## src/rtl/ffm_pkg.sv

```systemverilog
package ffm_pkg;
  localparam int SAMPLE_W = 8;
  localparam int DLY_W    = 8;
  localparam int RATE_W   = 2;

  typedef enum logic [RATE_W-1:0] {
    RATE_250  = 2'b00,
    RATE_1K   = 2'b01,
    RATE_4K   = 2'b10,
    RATE_16K  = 2'b11
  } rate_e;

  typedef struct packed {
    logic [SAMPLE_W-1:0] ff_thr;
    logic [SAMPLE_W-1:0] mot_thr;
    logic [DLY_W-1:0]    ff_dly;
    logic [DLY_W-1:0]    mot_dly;
  } cfg_t;

  localparam logic [SAMPLE_W-1:0] FF_THR_RST  = 8'h0E;
  localparam logic [SAMPLE_W-1:0] MOT_THR_RST = 8'h55;
  localparam logic [DLY_W-1:0]    FF_DLY_RST  = 8'h01;
  localparam logic [DLY_W-1:0]    MOT_DLY_RST = 8'h01;
endpackage

```

## src/rtl/ffm_cfg_hold.sv

```systemverilog
module ffm_cfg_hold
  import ffm_pkg::*;
(
  input  logic                clk,
  input  logic                rst_n,
  input  logic                wr,
  input  logic [SAMPLE_W-1:0] ff_thr,
  input  logic [SAMPLE_W-1:0] mot_thr,
  input  logic [DLY_W-1:0]    ff_dly,
  input  logic [DLY_W-1:0]    mot_dly,
  output cfg_t                cfg
);
  cfg_t cfg_q, cfg_d;

  always_comb begin
    cfg_d = cfg_q;
    if (wr) begin
      cfg_d.ff_thr  = ff_thr;
      cfg_d.mot_thr = mot_thr;
      cfg_d.ff_dly  = ff_dly;
      cfg_d.mot_dly = mot_dly;
    end
  end

  always_ff @(posedge clk or negedge rst_n) begin
    if (!rst_n) begin
      cfg_q.ff_thr  <= FF_THR_RST;
      cfg_q.mot_thr <= MOT_THR_RST;
      cfg_q.ff_dly  <= FF_DLY_RST;
      cfg_q.mot_dly <= MOT_DLY_RST;
    end else begin
      cfg_q <= cfg_d;
    end
  end

  assign cfg = cfg_q;

  AST_CFG_KEEP: assert property (@(posedge clk) disable iff (!rst_n)
    !wr |=> $stable(cfg_q)) else $error("config changed without write");
endmodule

```

## src/rtl/ffm_rate_gen.sv

```systemverilog
module ffm_rate_gen
  import ffm_pkg::*;
#(
  parameter int CLK_PER_TICK = 4
) (
  input  logic              clk,
  input  logic              rst_n,
  input  logic [RATE_W-1:0] rate_sel,
  output logic              strobe
);
  localparam int PRE_W  = (CLK_PER_TICK > 1) ? $clog2(CLK_PER_TICK) : 1;
  localparam int MAXC   = (1 << RATE_W) - 1;
  localparam int TICK_W = 2 * MAXC;
  localparam logic [PRE_W-1:0] PRE_LAST = PRE_W'(CLK_PER_TICK - 1);

  logic [PRE_W-1:0]  pre_q, pre_d;
  logic [TICK_W-1:0] tick_q, tick_d;
  logic [TICK_W-1:0] mask;
  logic              tick;
  logic [RATE_W:0]   shift_amt;

  assign tick = (pre_q == PRE_LAST);

  always_comb begin
    shift_amt = (RATE_W+1)'(MAXC) - {1'b0, rate_sel};
    mask = TICK_W'(({ {TICK_W{1'b0}}, 1'b1 } << (2 * shift_amt)) - 1'b1);
  end

  always_comb begin
    pre_d  = pre_q;
    tick_d = tick_q;
    if (tick) begin
      pre_d  = '0;
      tick_d = tick_q + 1'b1;
    end else begin
      pre_d  = pre_q + 1'b1;
    end
  end

  always_ff @(posedge clk or negedge rst_n) begin
    if (!rst_n) begin
      pre_q  <= '0;
      tick_q <= '0;
    end else begin
      pre_q  <= pre_d;
      tick_q <= tick_d;
    end
  end

  assign strobe = tick && ((tick_q & mask) == mask);

  AST_STROBE_FAST_GAP: assert property (@(posedge clk) disable iff (!rst_n)
    (strobe && CLK_PER_TICK > 1) |=> !strobe) else $error("back-to-back strobe");
endmodule

```

## src/rtl/ffm_axis_cmp.sv

```systemverilog
module ffm_axis_cmp
  import ffm_pkg::*;
(
  input  logic [SAMPLE_W-1:0] sample,
  input  logic [SAMPLE_W-1:0] ff_thr,
  input  logic [SAMPLE_W-1:0] mot_thr,
  output logic                below,
  output logic                above
);
  localparam logic [SAMPLE_W-1:0] MID = SAMPLE_W'(1 << (SAMPLE_W - 1));

  logic [SAMPLE_W-1:0] mag;

  always_comb begin
    if (sample >= MID) mag = sample - MID;
    else               mag = MID - sample;
  end

  assign below = (mag < ff_thr);
  assign above = (mag > mot_thr);
endmodule

```

## src/rtl/ffm_event_det.sv

```systemverilog
module ffm_event_det
  import ffm_pkg::*;
(
  input  logic             clk,
  input  logic             rst_n,
  input  logic             strobe,
  input  logic             crit,
  input  logic [DLY_W-1:0] dly,
  input  logic             latch,
  input  logic             clr,
  output logic             flag
);
  logic [DLY_W-1:0] cnt_q, cnt_d;
  logic             flag_q, flag_d;
  logic             qual;

  assign qual = crit && (cnt_q >= dly);

  always_comb begin
    cnt_d  = cnt_q;
    flag_d = flag_q;
    if (clr) begin
      cnt_d  = '0;
      flag_d = 1'b0;
    end else if (strobe) begin
      if (!crit)     cnt_d = '0;
      else if (!qual) cnt_d = cnt_q + 1'b1;
      flag_d = latch ? (flag_q | qual) : qual;
    end
  end

  always_ff @(posedge clk or negedge rst_n) begin
    if (!rst_n) begin
      cnt_q  <= '0;
      flag_q <= 1'b0;
    end else begin
      cnt_q  <= cnt_d;
      flag_q <= flag_d;
    end
  end

  assign flag = flag_q;

  AST_RISE_ON_STROBE: assert property (@(posedge clk) disable iff (!rst_n)
    $rose(flag_q) |-> $past(strobe)) else $error("flag rose off strobe");
  AST_UNLATCHED_DROP: assert property (@(posedge clk) disable iff (!rst_n)
    (strobe && !crit && !latch) |=> !flag_q) else $error("flag kept after fail");
  AST_LATCH_HOLD: assert property (@(posedge clk) disable iff (!rst_n)
    (flag_q && latch && !clr) |=> flag_q) else $error("latched flag lost");
endmodule

```

## src/rtl/ffmot_irq_engine.sv

```systemverilog
module ffmot_irq_engine
  import ffm_pkg::*;
#(
  parameter int NUM_AXES     = 3,
  parameter int CLK_PER_TICK = 4
) (
  input  logic                         clk,
  input  logic                         rst_n,
  input  logic [NUM_AXES*SAMPLE_W-1:0] axes_i,
  input  logic [RATE_W-1:0]            rate_sel_i,
  input  logic                         cfg_wr_i,
  input  logic [SAMPLE_W-1:0]          ff_thr_i,
  input  logic [SAMPLE_W-1:0]          mot_thr_i,
  input  logic [DLY_W-1:0]             ff_dly_i,
  input  logic [DLY_W-1:0]             mot_dly_i,
  input  logic                         ff_latch_i,
  input  logic                         mot_latch_i,
  input  logic                         ff_en_i,
  input  logic                         mot_en_i,
  output logic                         irq_o,
  output logic                         ff_flag_o,
  output logic                         mot_flag_o
);
  logic sync1_q, sync2_q;
  logic rst_int_n;

  always_ff @(posedge clk or negedge rst_n) begin
    if (!rst_n) begin
      sync1_q <= 1'b0;
      sync2_q <= 1'b0;
    end else begin
      sync1_q <= 1'b1;
      sync2_q <= sync1_q;
    end
  end
  assign rst_int_n = sync2_q;

  cfg_t cfg;
  logic strobe;
  logic [NUM_AXES-1:0] below, above;
  logic ff_crit, mot_crit;
  logic ff_clr, mot_clr;
  logic ff_flag, mot_flag;

  ffm_cfg_hold u_cfg (
    .clk(clk), .rst_n(rst_int_n), .wr(cfg_wr_i),
    .ff_thr(ff_thr_i), .mot_thr(mot_thr_i),
    .ff_dly(ff_dly_i), .mot_dly(mot_dly_i), .cfg(cfg)
  );

  ffm_rate_gen #(.CLK_PER_TICK(CLK_PER_TICK)) u_rate (
    .clk(clk), .rst_n(rst_int_n), .rate_sel(rate_sel_i), .strobe(strobe)
  );

  for (genvar i = 0; i < NUM_AXES; i++) begin : g_axis
    ffm_axis_cmp u_cmp (
      .sample (axes_i[i*SAMPLE_W +: SAMPLE_W]),
      .ff_thr (cfg.ff_thr),
      .mot_thr(cfg.mot_thr),
      .below  (below[i]),
      .above  (above[i])
    );

    AST_THR_EXCLUSIVE: assert property (@(posedge clk) disable iff (!rst_int_n)
      (cfg.ff_thr <= cfg.mot_thr) |-> !(below[i] && above[i]))
      else $error("axis both near and far");
  end

  assign ff_crit  = &below;
  assign mot_crit = |above;
  assign ff_clr   = !ff_en_i;
  assign mot_clr  = mot_latch_i && !mot_en_i;

  ffm_event_det u_ff (
    .clk(clk), .rst_n(rst_int_n), .strobe(strobe), .crit(ff_crit),
    .dly(cfg.ff_dly), .latch(ff_latch_i), .clr(ff_clr), .flag(ff_flag)
  );

  ffm_event_det u_mot (
    .clk(clk), .rst_n(rst_int_n), .strobe(strobe), .crit(mot_crit),
    .dly(cfg.mot_dly), .latch(mot_latch_i), .clr(mot_clr), .flag(mot_flag)
  );

  assign ff_flag_o  = ff_flag;
  assign mot_flag_o = mot_flag;
  assign irq_o      = ff_flag | (mot_flag & mot_en_i);

  AST_FF_GATED: assert property (@(posedge clk) disable iff (!rst_int_n)
    !ff_en_i |=> !ff_flag_o) else $error("free-fall while disabled");
  AST_MOT_RELEASE: assert property (@(posedge clk) disable iff (!rst_int_n)
    (mot_latch_i && !mot_en_i) |=> !mot_flag_o) else $error("motion latch not released");
  AST_IRQ_QUIET: assert property (@(posedge clk) disable iff (!rst_int_n)
    (!ff_flag_o && !mot_en_i) |-> !irq_o) else $error("irq without source");
  AST_FF_NEEDS_CRIT: assert property (@(posedge clk) disable iff (!rst_int_n)
    $rose(ff_flag_o) |-> $past(ff_crit)) else $error("free-fall rose without condition");
  AST_MOT_NEEDS_CRIT: assert property (@(posedge clk) disable iff (!rst_int_n)
    $rose(mot_flag_o) |-> $past(mot_crit)) else $error("motion rose without condition");
endmodule

```

## config.mk

```make
export PLATFORM = sky130hd
export DESIGN_NAME = ffmot_irq_engine
export DESIGN_NICKNAME = d
export VERILOG_FILES = /design/src/rtl/ffm_pkg.sv /design/src/rtl/ffm_cfg_hold.sv /design/src/rtl/ffm_rate_gen.sv /design/src/rtl/ffm_axis_cmp.sv /design/src/rtl/ffm_event_det.sv /design/src/rtl/ffmot_irq_engine.sv
export SDC_FILE = /design/constraint.sdc
export NUM_CORES = 1
export LEC_CHECK = 0
export ABC_CLOCK_PERIOD_IN_PS = 2590
export BUFFER_PORTS_ARGS = -buffer_cell sky130_fd_sc_hd__buf_2
export CORE_MARGIN = 2
export CORE_UTILIZATION = 60
export CTS_CLUSTER_DIAMETER = 50
export DETAILED_ROUTE_END_ITERATION = 6
export PLACE_DENSITY = 0.89
export SETUP_SLACK_MARGIN = 0.2
export SLEW_MARGIN = 20
export SYNTH_ARGS = -nofsm -noshare
export SYNTH_HDL_FRONTEND = slang
export SYNTH_HIERARCHICAL = 1
export SYNTH_SLANG_ARGS = --single-unit
```

## constraint.sdc

```tcl
create_clock -name clk -period 2.59 [get_ports clk]
set_input_delay 0.259 -clock clk [delete_from_list [all_inputs] [get_ports clk]]
set_output_delay 0.259 -clock clk [all_outputs]
set_load 0.1 [all_outputs]
```

### After elaboration in Yosys (flattened, before gate mapping)

Cells that the tools add are included.

| storage, ports and cells | value |
|---|---|
| bits in registers | 60 |
| bits of input ports | 65 |
| logic and storage cells | 74 |

| cells by class | value |
|---|---|
| $add $sub $neg | 12 |
| order comparisons | 11 |
| equal/unequal tests | 5 |
| shift operators | 1 |
| multiplexer cells | 18 |
| bitwise operators | 5 |
| reductions and logical operators | 10 |

Operators by type and width:

| kind | number |
|---|---|
| 8-bit 2-to-1 mux | 11 |
| 8-bit >= comparator, second input constant | 3 |
| 8-bit > comparator | 3 |
| 8-bit less-than comparator | 3 |
| 8-bit subtractor, first input constant | 3 |
| 8-bit subtractor, second input constant | 3 |
| 8-bit by 1-bit adder with 8-bit output, second input constant | 2 |
| 8-bit >= comparator | 2 |
| 6-bit by 1-bit adder with 6-bit output, second input constant | 1 |
| 6-bit bitwise AND | 1 |
| 6-bit == test | 1 |
| 1-bit 2-to-1 mux | 6 |
| 3-bit != test, second input constant | 2 |
| 1-bit by 4-bit left shift with 6-bit output, first input constant | 1 |
| 6-bit by 1-bit subtractor with 6-bit output, second input constant | 1 |
| 1-bit logical AND | 4 |
| 2-bit AND reduction | 2 |
| 1-bit OR | 3 |
| 3-bit AND reduction | 1 |
| 3-bit OR reduction | 1 |
| 2-bit by 2-bit subtractor with 3-bit output, first input constant | 1 |
| 2-bit by 1-bit adder with 2-bit output, second input constant | 1 |
| 2-bit == test, second input constant | 1 |
| 2-bit 2-to-1 mux | 1 |
| other kinds (4) | 4 |

### Longest topological paths before layout

Gate-level depths: netlist (run 1).

| logic depth | value |
|---|---|
| word-level depth | 9 |
| gate-level depth with buffers | 14 |
| mapped depth without buffers | 13 |

### Modules after synthesis

Netlist (run 1), hierarchy kept.

Modules (own cells, without submodules):

| module | times used | cells an instance | area an instance (um^2) | seq. area each (um^2) |
|---|---|---|---|---|
| ffm_event_det | 2 | 95 | 810.8 | 225.2 |
| ffm_axis_cmp | 3 | 69 | 501.7 | 0.0 |
| ffm_cfg_hold | 1 | 68 | 1356.3 | 812.0 |
| ffm_rate_gen | 1 | 26 | 345.3 | 200.2 |
| ffmot_irq_engine | 1 | 8 | 83.8 | 50.0 |

### Least setup slack after synthesis (run 1)

Ideal clock, no wire load.

| timing path | value |
|---|---|
| path kind | input-to-reg |
| start point | input port axes_i[8] |
| end point | register u_mot.cnt_q[1] |
| library setup time | 0.136 ns |
| arrival time | 2.574 ns |
| data required time | 2.454 ns |
| setup slack | -0.121 ns |
| stages on the path | 13 |
| buffers on the path | 1 |
| cell sequence | inv_1 > ha_1 > mux2_2 > ha_1 > nor2b_1 > o211ai_1 > a21oi_1 > o22a_1 > or3_1 > clkbuf_1 > and3_1 > a32oi_1 > a21oi_1 |

| on the way | value |
|---|---|
| word-level cells in the longest chain between the ends | 7 |

Ends and longest elaborated chain:

| element | RTL line | RTL |
|---|---|---|
| start: declaration | ffmot_irq_engine.sv:9 | `input logic [NUM_AXES*SAMPLE_W-1:0] axes_i,` |
| 8-bit subtractor, or another cell as far along | ffm_axis_cmp.sv:16 | `else mag = MID - sample;` |
| 8-bit 2-to-1 mux * | ffm_axis_cmp.sv:15 | `if (sample >= MID) mag = sample - MID;` |
| 8-bit > comparator * | ffm_axis_cmp.sv:20 | `assign above = (mag > mot_thr);` |
| via above[1] | ffmot_irq_engine.sv:40 | `logic [NUM_AXES-1:0] below, above;` |
| 3-bit OR reduction * | ffmot_irq_engine.sv:70 | `assign mot_crit = \|above;` |
| via mot_crit | ffmot_irq_engine.sv:41 | `logic ff_crit, mot_crit;` |
| 1-bit logical AND or 8-bit 2-to-1 mux (tied branches) | ffm_event_det.sv:17, ffm_event_det.sv:26 |  |
| 3-bit != test (no source line) or 8-bit 2-to-1 mux (tied branches) | - |  |
| 2-bit AND reduction (no source line) or 8-bit 2-to-1 mux (tied branches) | - |  |
| end signal: assignment | ffm_event_det.sv:37 | `cnt_q <= cnt_d;` |
| end: declaration | ffm_event_det.sv:13 | `logic [DLY_W-1:0] cnt_q, cnt_d;` |

The timed path passes the listed nets; every way through them passes the cells marked *. The select of a mux whose other input is x is not followed.
A chain may end at the register's enable or synchronous reset.

### Worst setup path in the final report (run 1)

| timing path | value |
|---|---|
| start point | input port axes_i[1] |
| end point | register u_ff.cnt_q[1] |

| on the way | value |
|---|---|
| word-level cells in the longest chain between the ends | 7 |

Ends and longest elaborated chain:

| element | RTL line | RTL |
|---|---|---|
| 8-bit subtractor, or another cell as far along | ffm_axis_cmp.sv:16 |  |
| 8-bit 2-to-1 mux * | ffm_axis_cmp.sv:15 |  |
| 8-bit less-than comparator * | ffm_axis_cmp.sv:19 | `assign below = (mag < ff_thr);` |
| via below[0] | ffmot_irq_engine.sv:40 |  |
| 3-bit AND reduction * | ffmot_irq_engine.sv:69 | `assign ff_crit = &below;` |
| via ff_crit | ffmot_irq_engine.sv:41 |  |
| 1-bit logical AND or 8-bit 2-to-1 mux (tied branches) | ffm_event_det.sv:17, ffm_event_det.sv:26 |  |
| 3-bit != test (no source line) or 8-bit 2-to-1 mux (tied branches) | - |  |
| 2-bit AND reduction (no source line) or 8-bit 2-to-1 mux (tied branches) | - |  |
| end signal: assignment | ffm_event_det.sv:37 |  |
| end: declaration | ffm_event_det.sv:13 |  |

Marks and branches as above.

==> results of run 1 <==
[synth_stat cells (all sizes together) (3+ instances only)]
cell | count | share of area
inv | 77 | 0.059
ha | 68 | 0.17
dfrtp | 51 | 0.26
mux2 | 36 | 0.11
nand2 | 28 | 0.021
a21oi | 24 | 0.024
nor3 | 19 | 0.021
nor2 | 18 | 0.014
o21ai | 16 | 0.016
a31oi | 15 | 0.019
nand4 | 12 | 0.015
nor2b | 10 | 0.014
o211ai | 10 | 0.015
xnor2 | 10 | 0.018
xor2 | 10 | 0.018
dfstp | 9 | 0.048
a21o | 8 | 0.012
and3 | 6 | 0.0097
nand3 | 6 | 0.0061
nand4b | 6 | 0.011
o311ai | 6 | 0.011
a211oi | 5 | 0.011
or3 | 5 | 0.0084
a41oi | 4 | 0.0071
and2 | 4 | 0.0061
buf | 4 | 0.015
clkbuf | 4 | 0.0031
o2111ai | 4 | 0.0071
nand2b | 3 | 0.0084
o22a | 3 | 0.0053
[per-stage QoR]
stage,setup TNS (ns),power (mW),cells,area (um2),hold slack (ns)
floorplan,0,1.63,499,5020,-0.0366
finish,-0.0324,2.96,734,6570,0.130
global route,0,3.08,734,6570,0.124
global placement,-4.13,1.84,701,5670,0.0433
detailed placement,-5.90,1.90,701,5670,0.0464
CTS,0,2.70,723,5970,0.120
[path summary, 6_finish.rpt]
| path | depth (start not counted) | start | end |
|---|---|---|---|
| min in group asynchronous | 2 | rst_n | rst_int_n$_DFF_PN0_ |
| min reg2reg | 0 | rst_int_n$_DFF_PN0_ | u_ff/cnt_q[6]$_DFFE_PN0P_ |
| max reg2reg | 11 | u_cfg/cfg[26]$_DFFE_PN1P_ | u_ff/cnt_q[1]$_DFFE_PN0P_ |
| max | 15 | axes_i[1] | u_ff/cnt_q[1]$_DFFE_PN0P_ |
| min | 2 | ff_dly_i[4] | u_cfg/cfg[12]$_DFFE_PN0P_ |
| max in group asynchronous | 1 | rst_int_n$_DFF_PN0_ | u_cfg/cfg[10]$_DFFE_PN0P_ |
[worst register-to-register path, delay by kind of cell (launching register included)]
family                     cells  cell delay [ns]
adders and majority gates      1             0.28
and+or+nand+nor                2             0.41
DFF                            1             0.57
buffers and inverters          3             0.27
AOI/OAI and AO/OA              5             0.92
[what timing repair did]
action | CTS | global route
endpoints found under the setup margin | 18 | 18
hold buffers | 1 | 0
buffers inserted | 5 | 10
resized for setup | 19 | 92
endpoints found under the hold margin | 2 | 0
pin swaps | 18 | 71
[layout make-up]
type,instances,area (um2)
fill,438,1520
antenna,1,2.50
clock inverter,5,30.0
tap,105,131
clock buffer,11,131
sequential,60,1520
inverter,77,312
timing repair buffer,121,810
multi-input combinational,354,3640
[cell families after synthesis]
group	count (synthesis)
compound gates	105
xor+xnor	20
fa+ha+maj	68
buf+inv	85
flops	60
mux	38
other cells	1
simple gates	122
[registers in the layout, indices dropped and copies added (netlist names)]
signal / count
rst_int_n: 1
sync1_q: 1
u_cfg/cfg: 32
u_ff/cnt_q: 8
u_ff/flag: 1
u_mot/cnt_q: 8
u_mot/flag: 1
u_rate/pre_q: 2
u_rate/tick_q: 6
[metal layers]
layer / track usage / routed length [um]
met1: 0.329 / 5570
met4: 0.194 / 1060
met3: 0.0367 / 1110
met5: 0 / 0
met2: 0.529 / 8240
[power groups by stage]
| stage | Clock, mW | Sequential [mW] | Combinational, mW |
|---|---|---|---|
| 3_3_place_gp | 0 | 1.12 | 0.717 |
| 4_1_cts | 0.744 | 1.11 | 0.846 |
| 3_5_place_dp | 0 | 1.12 | 0.774 |
| 2_1_floorplan | 0 | 1.09 | 0.535 |
| 6_report | 0.749 | 1.11 | 1.10 |
| 5_1_grt | 0.797 | 1.12 | 1.16 |
==> impl_results.md, run 1 <==
* Worst skew pair latency at 0.35 ns
* Max-slew violation count at 0
* Failing checks: setup timing
* Largest family of logic cells by synthesized area: adder cells
* Total wire length at 16.0 mm
* CTS tree: done
* Compound-Gate Fraction of Synth Area at 0.148
* Pre-CTS setup slack at -0.465 ns
* Unrepaired setup endpoints after global routing: true
* Total track usage at 0.295
* Switching power at 1.05 mW
* Wire length per cell at 21.8 um
* CP Launch Type: input pin
* Sequential share of power at 0.375
* Final worst slack at -0.0186 ns
* Status: finished with violations
* XOR/XNOR Fraction of Synth Area at 0.0357
* Simple-gate share of the synthesized area at 0.149
* Max IR drop VDD at 0.385 mV
* Comb power frac at 0.371
* Worst path bufs/invs at 4
* Clock skew at 0.0106 ns
* Required @ worst endpoint at 2.82 ns
* Fmax at 383 MHz
* Mapped Cells at 499
* Ordered cell list for the critical path: buf_4, nor3_2, buf_4, nor2_1, xnor2_1, buf_4, ha_1, o211ai_1, o21ai_1, a41oi_2, and3_4, buf_6, and3_4, a32oi_4, a21oi_2
* Global-route wire length before repair at 20.5 mm
* Crit-path leading delay family: compound AO/OA/AOI/OAI gates
* P_int at 1.90 mW
* Grt total ovfl at 0
* LEAKAGE at 3.16 nW
* Worst Hold Class: input pin to flip-flop
* Die ar. at 8930 um2
* H-tree Lvls at 3
* Distinct cells, synth at 50
* Final setup viols at 3
* Post-DR vias/cell at 6.42
* Routed Antenna Nets at 0
* Number of global-route vias before repair at 4515
* Critical Path Max Stage Delay at 0.30 ns
* Setup CP Type: input pin to flip-flop
* Mux share of post-synthesis cell area at 0.110
* Crit-path max FO at 5
* Clk pwr share at 0.253
* Critical-path top delay cell: o21ai_1
* Post-route DRC at 0
* Mapped Area at 4910 um2
* Total CTS buffers at 9
* Area growth syn-to-layout at 33.8%
* Top Ports at 68
* Synthesized area per cell at 9.84 um2
* Most frequent cells in the layout: inv_1, buf_2, buf_4
* DP Wirelength at 9.22 mm
* Initial Utilization at 0.607
* Vert. Die Dim at 94.5 um
* Num rows at 33
* Vias at 4710
* Crit path DAT at 2.84 ns
* Worst-path clk slew at 0.07 ns
* Final Hold Fails at 0
* Tmin final at 2.61 ns
* Final Util at 0.812
* FF+latch count, synth at 60
* Routability cong. at 0.892
* Ys flop type: dfrtp_1
* Crit end category: flip-flop
* Clk sinks at 60
* Largest net degree at the start of global routing at 47
* Slew @ Worst Pin at 0.919 ns
* Async set-reset flop share out of synthesis at 1.00
* Most common cell after layout, fill and taps aside: inv_1
* Initial antenna violation count at 1
* Syn Nets at 632
* Root buf cell: clkbuf_8
* Max Cap Viol at 0
* Share of the yosys chip area belonging to registers at 0.308
* Tcrit/Tclk final at 1.01
* Core Area at 8090 um2
* DIE WIDTH at 94.5 um
* PortBufs at 67
* Switching share of power at 0.356
* CTS max path bufs at 2
* Slew headroom at 0.387
* Reg2Reg Setup Slack at 0.02 ns
* PwrDens at 450 nW/um2
* Ratio of cells with drive above 1 in the final layout at 0.446
* Most used cell, CP: buf_4
* Number of flops mapped to enable cells by yosys at 0
* Adder and majority cell fraction of the synthesized area at 0.173
* Detailed-router iteration count before antenna repair at 5
* Yosys warnings at 6
* Starting DRT DRC Count at 451
* Layout net count at 756
Power figures use the tool's default switching activity.
==> inputs of run 2 (changes only) <==
--- a/config.mk
+++ b/config.mk
@@ -12,9 +12,8 @@
 export CTS_CLUSTER_DIAMETER = 50
 export DETAILED_ROUTE_END_ITERATION = 6
-export PLACE_DENSITY = 0.89
+export PLACE_DENSITY = 0.9
 export SETUP_SLACK_MARGIN = 0.2
 export SLEW_MARGIN = 20
 export SYNTH_ARGS = -nofsm -noshare
 export SYNTH_HDL_FRONTEND = slang
-export SYNTH_HIERARCHICAL = 1
 export SYNTH_SLANG_ARGS = --single-unit
==> constraint.sdc (replaced) <==
create_clock -name clk -period 2.59 [get_ports clk]
set_input_delay 0.259 -clock clk [delete_from_list [all_inputs] [get_ports clk]]
set_output_delay 0.259 -clock clk [all_outputs]
set_load 0.05 [all_outputs]
==> impl_results.md, run 2 <==
* Area growth syn-to-layout at 26.0% (was 33.8%)
* Crit-path max FO at 10 (was 5)
* Worst skew pair latency at 0.36 ns (was 0.35 ns)
* Cell depth of the worst flop-to-flop path at 8 (was 11)
* Layout net count at 710 (was 756)
* Ratio of cells with drive above 1 in the final layout at 0.318 (was 0.446)
* Fmax at 425 MHz (was 383 MHz)
* DIE WIDTH at 89.1 um (was 94.5 um)
* Num rows at 31 (was 33)
* CTS tree: done (unchanged)
* Core Area at 7140 um2 (was 8090 um2)
* Max-slew violation count at 0 (unchanged)
* Area leader, netlist: dfrtp_1 (unchanged)
* Required @ worst endpoint at 2.83 ns (was 2.82 ns)
* Worst-path clk slew at 0.07 ns (about the same)
* Root buf cell: clkbuf_8 (unchanged)
* Top flop regs: u_cfg.cfg: 32 flops, u_ff.cnt_q: 8 flops, u_mot.cnt_q: 8 flops (was u_cfg/cfg: 32 flops, u_ff/cnt_q: 8 flops, u_mot/cnt_q: 8 flops)
* CP Launch Type: flip-flop (was input pin)
* Max Cap Viol at 0 (unchanged)
* Tcrit/Tclk final at 0.909 (was 1.01)
* Cell depth of the worst setup path at 8 (was 15)
* Share of the yosys chip area belonging to registers at 0.349 (was 0.308)
* Ys flop type: dfrtp_1 (unchanged)
* Crit path DAT at 2.60 ns (was 2.84 ns)
* Detailed-router iteration count before antenna repair at 5 (unchanged)
* Slew @ Worst Pin at 0.726 ns (was 0.919 ns)
* Distinct cells, synth at 52 (was 50)
* Vert. Die Dim at 89.1 um (was 94.5 um)
* Max reg flops at 32 (unchanged)
* Filler cell count at 459 (was 438)
* Final setup viols at 0 (was 3)
* Mapped Cells at 473 (was 499)
* Crit end category: flip-flop (unchanged)
* Status: completed (was finished with violations)
* Final Non-Filler Cells at 681 (was 734)
* Largest Register: u_cfg.cfg (was u_cfg/cfg)
* FF+latch count, synth at 60 (unchanged)
* Starting DRT DRC Count at 294 (was 451)
* Synthesized area per cell at 9.18 um2 (was 9.84 um2)
* Top post-synthesis cells by area: dfrtp_1, ha_1, dfstp_2, o21ai_0, nand2_1 (was dfrtp_1, ha_1, mux2_4, inv_1, dfstp_2)
* Mapped Area at 4340 um2 (was 4910 um2)
* Hold WS at 0.102 ns (was 0.130 ns)
* Top Ports at 68 (unchanged)
* Crit-path leading delay family: compound AO/OA/AOI/OAI gates (unchanged)
* Die ar. at 7930 um2 (was 8930 um2)
* DP Wirelength at 7.87 mm (was 9.22 mm)
* Routed Antenna Nets at 0 (unchanged)
* H-tree Lvls at 3 (unchanged)
* Tmin final at 2.35 ns (was 2.61 ns)
* Max IR drop VDD at 0.524 mV (was 0.385 mV)
* Top cell type's share of synthesized area at 0.294 (was 0.260)
* Worst path bufs/invs at 0 (was 4)
* Power, Total at 2.74 mW (was 2.96 mW)
* Initial Utilization at 0.608 (was 0.607)
* LEAKAGE at 2.72 nW (was 3.16 nW)
* Antenna Cells at 0 (was 1)
* Vias at 4077 (was 4710)
* CTS max path bufs at 2 (unchanged)
* Unrepaired setup endpoints after global routing: true (unchanged)
* Grt total ovfl at 0 (unchanged)
* Initial antenna violation count at 0 (was 1)
* Syn Nets at 606 (was 632)
* Setup CP Type: flip-flop to flip-flop (was input pin to flip-flop)
* Ordered cell list for the critical path: ha_1, nand2b_1, a2111oi_4, o31ai_4, nor2_1, nand3_1, a31oi_1, o31ai_2 (was buf_4, nor3_2, buf_4, nor2_1, xnor2_1, buf_4, ha_1, o211ai_1, o21ai_1, a41oi_2, and3_4, buf_6, and3_4, a32oi_4, a21oi_2)
* Total wire length at 11.9 mm (was 16.0 mm)
* Post-DR vias/cell at 5.99 (was 6.42)
* Routability cong. at 0.901 (was 0.892)
* Critical Path Max Stage Delay at 0.54 ns (was 0.30 ns)
* Number of flops mapped to enable cells by yosys at 0 (unchanged)
* Post-route DRC at 0 (unchanged)
* Number of global-route vias before repair at 3981 (was 4515)
* WHS Path Cells at 3 (was 2)
* Worst Hold Class: input pin to flip-flop (unchanged)
* Setup Total Neg Slack at 0 ns (was -0.0324 ns)
* Final Hold Fails at 0 (unchanged)
* PortBufs at 67 (unchanged)
* Clk sinks at 60 (unchanged)
* Async set-reset flop share out of synthesis at 1.00 (unchanged)
* Critical-path top delay cell: dfstp_2 (was o21ai_1)
* Wire length per cell at 17.5 um (was 21.8 um)
* Total CTS buffers at 9 (unchanged)
* PwrDens at 501 nW/um2 (was 450 nW/um2)
* Largest net degree at the start of global routing at 59 (was 47)
* Synth top cells by count: ha_1, dfrtp_1, nand2_1 (was inv_1, ha_1, dfrtp_1)
* Total track usage at 0.288 (was 0.295)
* Yosys warnings at 0 (was 6)
* Clock skew at 0.00676 ns (was 0.0106 ns)
* Most common cell after layout, fill and taps aside: buf_2 (was inv_1)
* Slew headroom at 0.516 (was 0.387)
* Most frequent cells in the layout: buf_2, ha_1, dfrtp_1 (was inv_1, buf_2, buf_4)
* Final Util at 0.766 (was 0.812)
* Most common cell in the netlist: ha_1 (was inv_1)
* Global-route wire length before repair at 17.6 mm (was 20.5 mm)
* Placed cell count at 661 (was 701)
==> run 2: final timing paths <==
kind | startpoint | endpoint | slack (ns)
max | u_cfg.cfg[8]$_DFFE_PN1P_ | u_ff.cnt_q[6]$_DFFE_PN0P_ | 0.24
min reg2reg | sync1_q$_DFF_PN0_ | rst_int_n$_DFF_PN0_ | 0.36
min | ff_thr_i[6] | u_cfg.cfg[30]$_DFFE_PN0P_ | 0.10
min in group asynchronous | rst_n | rst_int_n$_DFF_PN0_ | 0.20
max in group asynchronous | rst_int_n$_DFF_PN0_ | u_ff.cnt_q[0]$_DFFE_PN0P_ | 1.66
max reg2reg | u_cfg.cfg[8]$_DFFE_PN1P_ | u_ff.cnt_q[6]$_DFFE_PN0P_ | 0.24
==> run 2: cell type report <==
cell class / instances / area (um2) / share of cell area
multi-input combinational: 358 / 2830 / 0.517
sequential: 60 / 1520 / 0.277
tap: 99 / 124 / 0.0226
inverter: 45 / 169 / 0.0309
timing repair buffer: 103 / 611 / 0.112
clock inverter: 7 / 98.8 / 0.0181
clock buffer: 9 / 124 / 0.0226
==> run 2: kinds of logic after synthesis <==
kind of cell,synth area share
muxes,0.0208
xor gates and xnor gates,0.0504
AOI/OAI and AO/OA,0.169
buffers and inverters,0.0502
other,0.000864
DFF,0.349
and+or+nand+nor,0.164
adders and majority gates,0.196
==> run 2: stage by stage <==
stage	instance area, um2	worst slack [ns]
after CTS	5260	0.200
final	5470	0.235
after detailed placement	5010	-0.338
after global placement	5010	-0.167
after floorplan	4360	0.229
after global routing	5470	0.127
==> run 2: what timing repair did <==
action | 4_1_cts | 5_1_grt
resized for setup | 4 | 42
setup endpoints to repair | 9 | 12
endpoints found under the hold margin | 2 | 0
buffers inserted | 0 | 3
hold buffers | 1 | 0
pin swaps | 0 | 19
==> run 2: report_power, final <==
group	internal (mW)	switching (mW)	total, mW
sequential	0.999	0.0266	1.03
clock	0.547	0.420	0.968
combinational	0.333	0.413	0.746
total	1.88	0.860	2.74
==> run 2: worst register-to-register path, delay by kind of cell (launching register included) <==
kind / cells / cell delay, ns
AOI/OAI and AO/OA: 4 / 0.97
and+or+nand+nor: 3 / 0.51
DFF: 1 / 0.54
adders and majority gates: 1 / 0.22
==> run 2: per-layer routing <==
layer / routed length, um / global-route usage / up-vias / part of all wire
li1: - / - / 1903 / -
met1: 4440 / 0.313 / 1946 / 0.37
met2: 6310 / 0.533 / 174 / 0.53
met3: 662 / 0.0563 / 54 / 0.055
met4: 534 / 0.140 / 0 / 0.045
met5: 0 / 0 / - / 0
==> inputs of run 3 (changes only) <==
Settings changed: ABC_CLOCK_PERIOD_IN_PS 2590 to 2000, CORE_UTILIZATION 60 to 52, GPL_TIMING_DRIVEN set to 0, PLACE_DENSITY 0.9 to 0.83.
Clock period 2.59 ns to 2 ns, I/O delays scaled along.
==> impl_results.md, run 3 (synthesis gave the netlist of run 2 again) <==
* Status: finished with violations (was completed)
* Failing checks: setup timing
* Vert. Die Dim at 95.4 um (was 89.1 um)
* Max-slew violation count at 0 (unchanged)
* Fmax at 430 MHz
* Top Ports at 68 (unchanged)
* Setup CP Type: input pin to flip-flop (was flip-flop to flip-flop)
* Register Area at 1520 um2 (about the same)
* Final worst slack at -0.323 ns (was 0.235 ns)
* Clk sinks at 60 (unchanged)
* Filler cell count at 525 (was 459)
* DIE WIDTH at 95.4 um (was 89.1 um)
* Slew headroom at 0.483 (was 0.516)
* Antenna Cells at 0 (unchanged)
* Met3 Routed Length at 937 um (was 662 um)
* PortBufs at 66 (was 67)
* Total wire length at 13.2 mm (was 11.9 mm)
* Global-route wire length before repair at 19.2 mm (was 17.6 mm)
* Tcrit/Tclk final at 1.16
* Wire length per cell at 19.0 um (was 17.5 um)
* Crit end category: flip-flop (unchanged)
* Num rows at 33 (was 31)
* Initial antenna violation count at 0 (unchanged)
* Switching power at 1.26 mW (was 0.860 mW)
* Met1 WL at 5.20 mm (was 4.44 mm)
* Sequential share of power at 0.357 (was 0.374)
* Clk pwr share at 0.344 (was 0.353)
* Initial Utilization at 0.534 (was 0.608)
* CTS tree: done (unchanged)
* LEAKAGE at 2.80 nW (was 2.72 nW)
* DP Wirelength at 8.16 mm (was 7.87 mm)
* Routed Antenna Nets at 0 (unchanged)
* Detailed-router iteration count before antenna repair at 6 (was 5)
* H-tree Lvls at 3 (unchanged)
* Post-DR vias/cell at 6.12 (was 5.99)
* Multi-input logic area at 3140 um2 (was 2830 um2)
* Final Hold Fails at 0 (unchanged)
* Most common cell after layout, fill and taps aside: buf_2 (unchanged)
* Switching share of power at 0.334 (was 0.314)
* Area growth syn-to-layout at 36.5% (was 26.0%)
* Worst Hold Class: input pin to flip-flop (unchanged)
* Clock skew at 0.0114 ns (was 0.00676 ns)
* Unrepaired setup endpoints after global routing: true (unchanged)
* Worst-path clk slew at 0.08 ns (was 0.07 ns)
* Core Area at 8130 um2 (was 7140 um2)
* Starting DRT DRC Count at 364 (was 294)
* Post-route DRC at 0 (unchanged)
* Number of global-route vias before repair at 4094 (was 3981)
* Pre-CTS setup slack at -0.809 ns (was -0.338 ns)
* Largest Register: u_cfg.cfg (unchanged)
* Top flop regs: u_cfg.cfg: 32 flops, u_ff.cnt_q: 8 flops, u_mot.cnt_q: 8 flops (unchanged)
* PwrDens at 638 nW/um2 (was 501 nW/um2)
* Vias at 4238 (was 4077)
* Comb power frac at 0.299 (was 0.272)
* Metal2 WL at 6.40 mm (was 6.31 mm)
* Required @ worst endpoint at 2.28 ns (was 2.83 ns)
* Most frequent cells in the layout: buf_2, ha_1, dfrtp_1 (unchanged)
* Max Cap Viol at 0 (unchanged)
* Max IR drop VDD at 0.453 mV (was 0.524 mV)
* Setup Total Neg Slack at -3.17 ns (was 0 ns)
* Crit path DAT at 2.60 ns (about the same)
* Layout net count at 716 (was 710)
* Worst skew pair latency at 0.36 ns (about the same)
* Uppermost layer routed: met4 (unchanged)
* Crit-path max FO at 7 (was 10)
* Grt total ovfl at 0 (unchanged)
* CTS max path bufs at 2 (unchanged)
* Routability cong. at 0.842 (was 0.901)
* Slew @ Worst Pin at 0.776 ns (was 0.726 ns)
* P_int at 2.52 mW (was 1.88 mW)
* Total CTS buffers at 9 (unchanged)
* CP Launch Type: input pin (was flip-flop)
* Max reg flops at 32 (unchanged)
* Root buf cell: clkbuf_8 (unchanged)
* Tmin final at 2.32 ns
* Die ar. at 9090 um2 (was 7930 um2)
* Final setup viols at 17 (was 0)
* Largest net degree at the start of global routing at 59 (unchanged)
* Total track usage at 0.276 (was 0.288)
* Ratio of cells with drive above 1 in the final layout at 0.379 (was 0.318)
-- run 3: cell types whose count changed in the layout (fill, tap and decap cells not counted), sizes merged --
cell / previous run / this run
clkbuf: 9 / 17
buf: 102 / 100
clkinv: 2 / 3
inv: 47 / 46
-- run 3: layout make-up --
cell class,count,share of cell area
multi-input cells,358,0.530
flip-flops and latches,60,0.256
repair buffers,99,0.111
inverters,45,0.0336
well taps,105,0.0222
clock buffers,9,0.0209
clock inverters,7,0.0167
plain buffers,10,0.00950
-- run 3: path summary, 6_finish.rpt --
kind,depth (start not counted),end,start,slack (ns)
max,13,u_ff.cnt_q[0]$_DFFE_PN0P_,axes_i[10],-0.32
max in group asynchronous,0,u_mot.cnt_q[5]$_DFFE_PN0P_,rst_int_n$_DFF_PN0_,1.06
min in group asynchronous,2,rst_int_n$_DFF_PN0_,rst_n,0.14
min,3,u_cfg.cfg[11]$_DFFE_PN0P_,ff_dly_i[3],0.05
min reg2reg,0,rst_int_n$_DFF_PN0_,sync1_q$_DFF_PN0_,0.36
max reg2reg,10,u_ff.cnt_q[0]$_DFFE_PN0P_,u_cfg.cfg[31]$_DFFE_PN0P_,-0.32
-- run 3: power groups by stage --
stage               logic (mW)  clock network, mW  registers (mW)
global placement         0.766                  0            1.37
CTS                      0.977               1.28            1.35
finish                    1.13               1.30            1.35
floorplan                0.564                  0            1.35
detailed placement       0.814                  0            1.37
global route              1.22               1.34            1.36
-- run 3: stage by stage --
stage | cells | total power [mW] | instance area [um2] | hold slack (ns) | util
after floorplan | 473 | 1.92 | 4520 | -0.0956 | -
after global placement | 644 | 2.13 | 4990 | -0.0150 | 0.613
after detailed placement | 644 | 2.19 | 4990 | -0.0129 | 0.613
after CTS | 686 | 3.61 | 5690 | 0.0466 | 0.699
after global routing | 693 | 3.92 | 5920 | 0.0623 | 0.728
final | 693 | 3.78 | 5920 | 0.0469 | 0.728
-- run 3: timing repair --
action | in CTS | in global routing
setup endpoints to repair | 18 | 18
gates resized for setup | 57 | 40
cloned | 0 | 0
endpoints found under the hold margin | 2 | 0
pin swaps | 32 | 20
setup buffers | 25 | 7
hold buffers | 1 | 0
-- run 3: critical path: stages --
cell      delay, ns
buf_4          0.13
nor3_4         0.20
nand2_2        0.09
nor3_4         0.27
ha_4           0.24
a222oi_1       0.31
nand2_1        0.15
nor3_2         0.15
o221a_2        0.23
and3_4         0.20
buf_8          0.13
nand2_8        0.07
o31ai_4        0.23
-- run 3: per-layer routing --
metal,vias to the layer above,track usage
met5,-,0
li1,1918,-
met2,244,0.464
met4,0,0.123
met3,69,0.0458
met1,2007,0.347
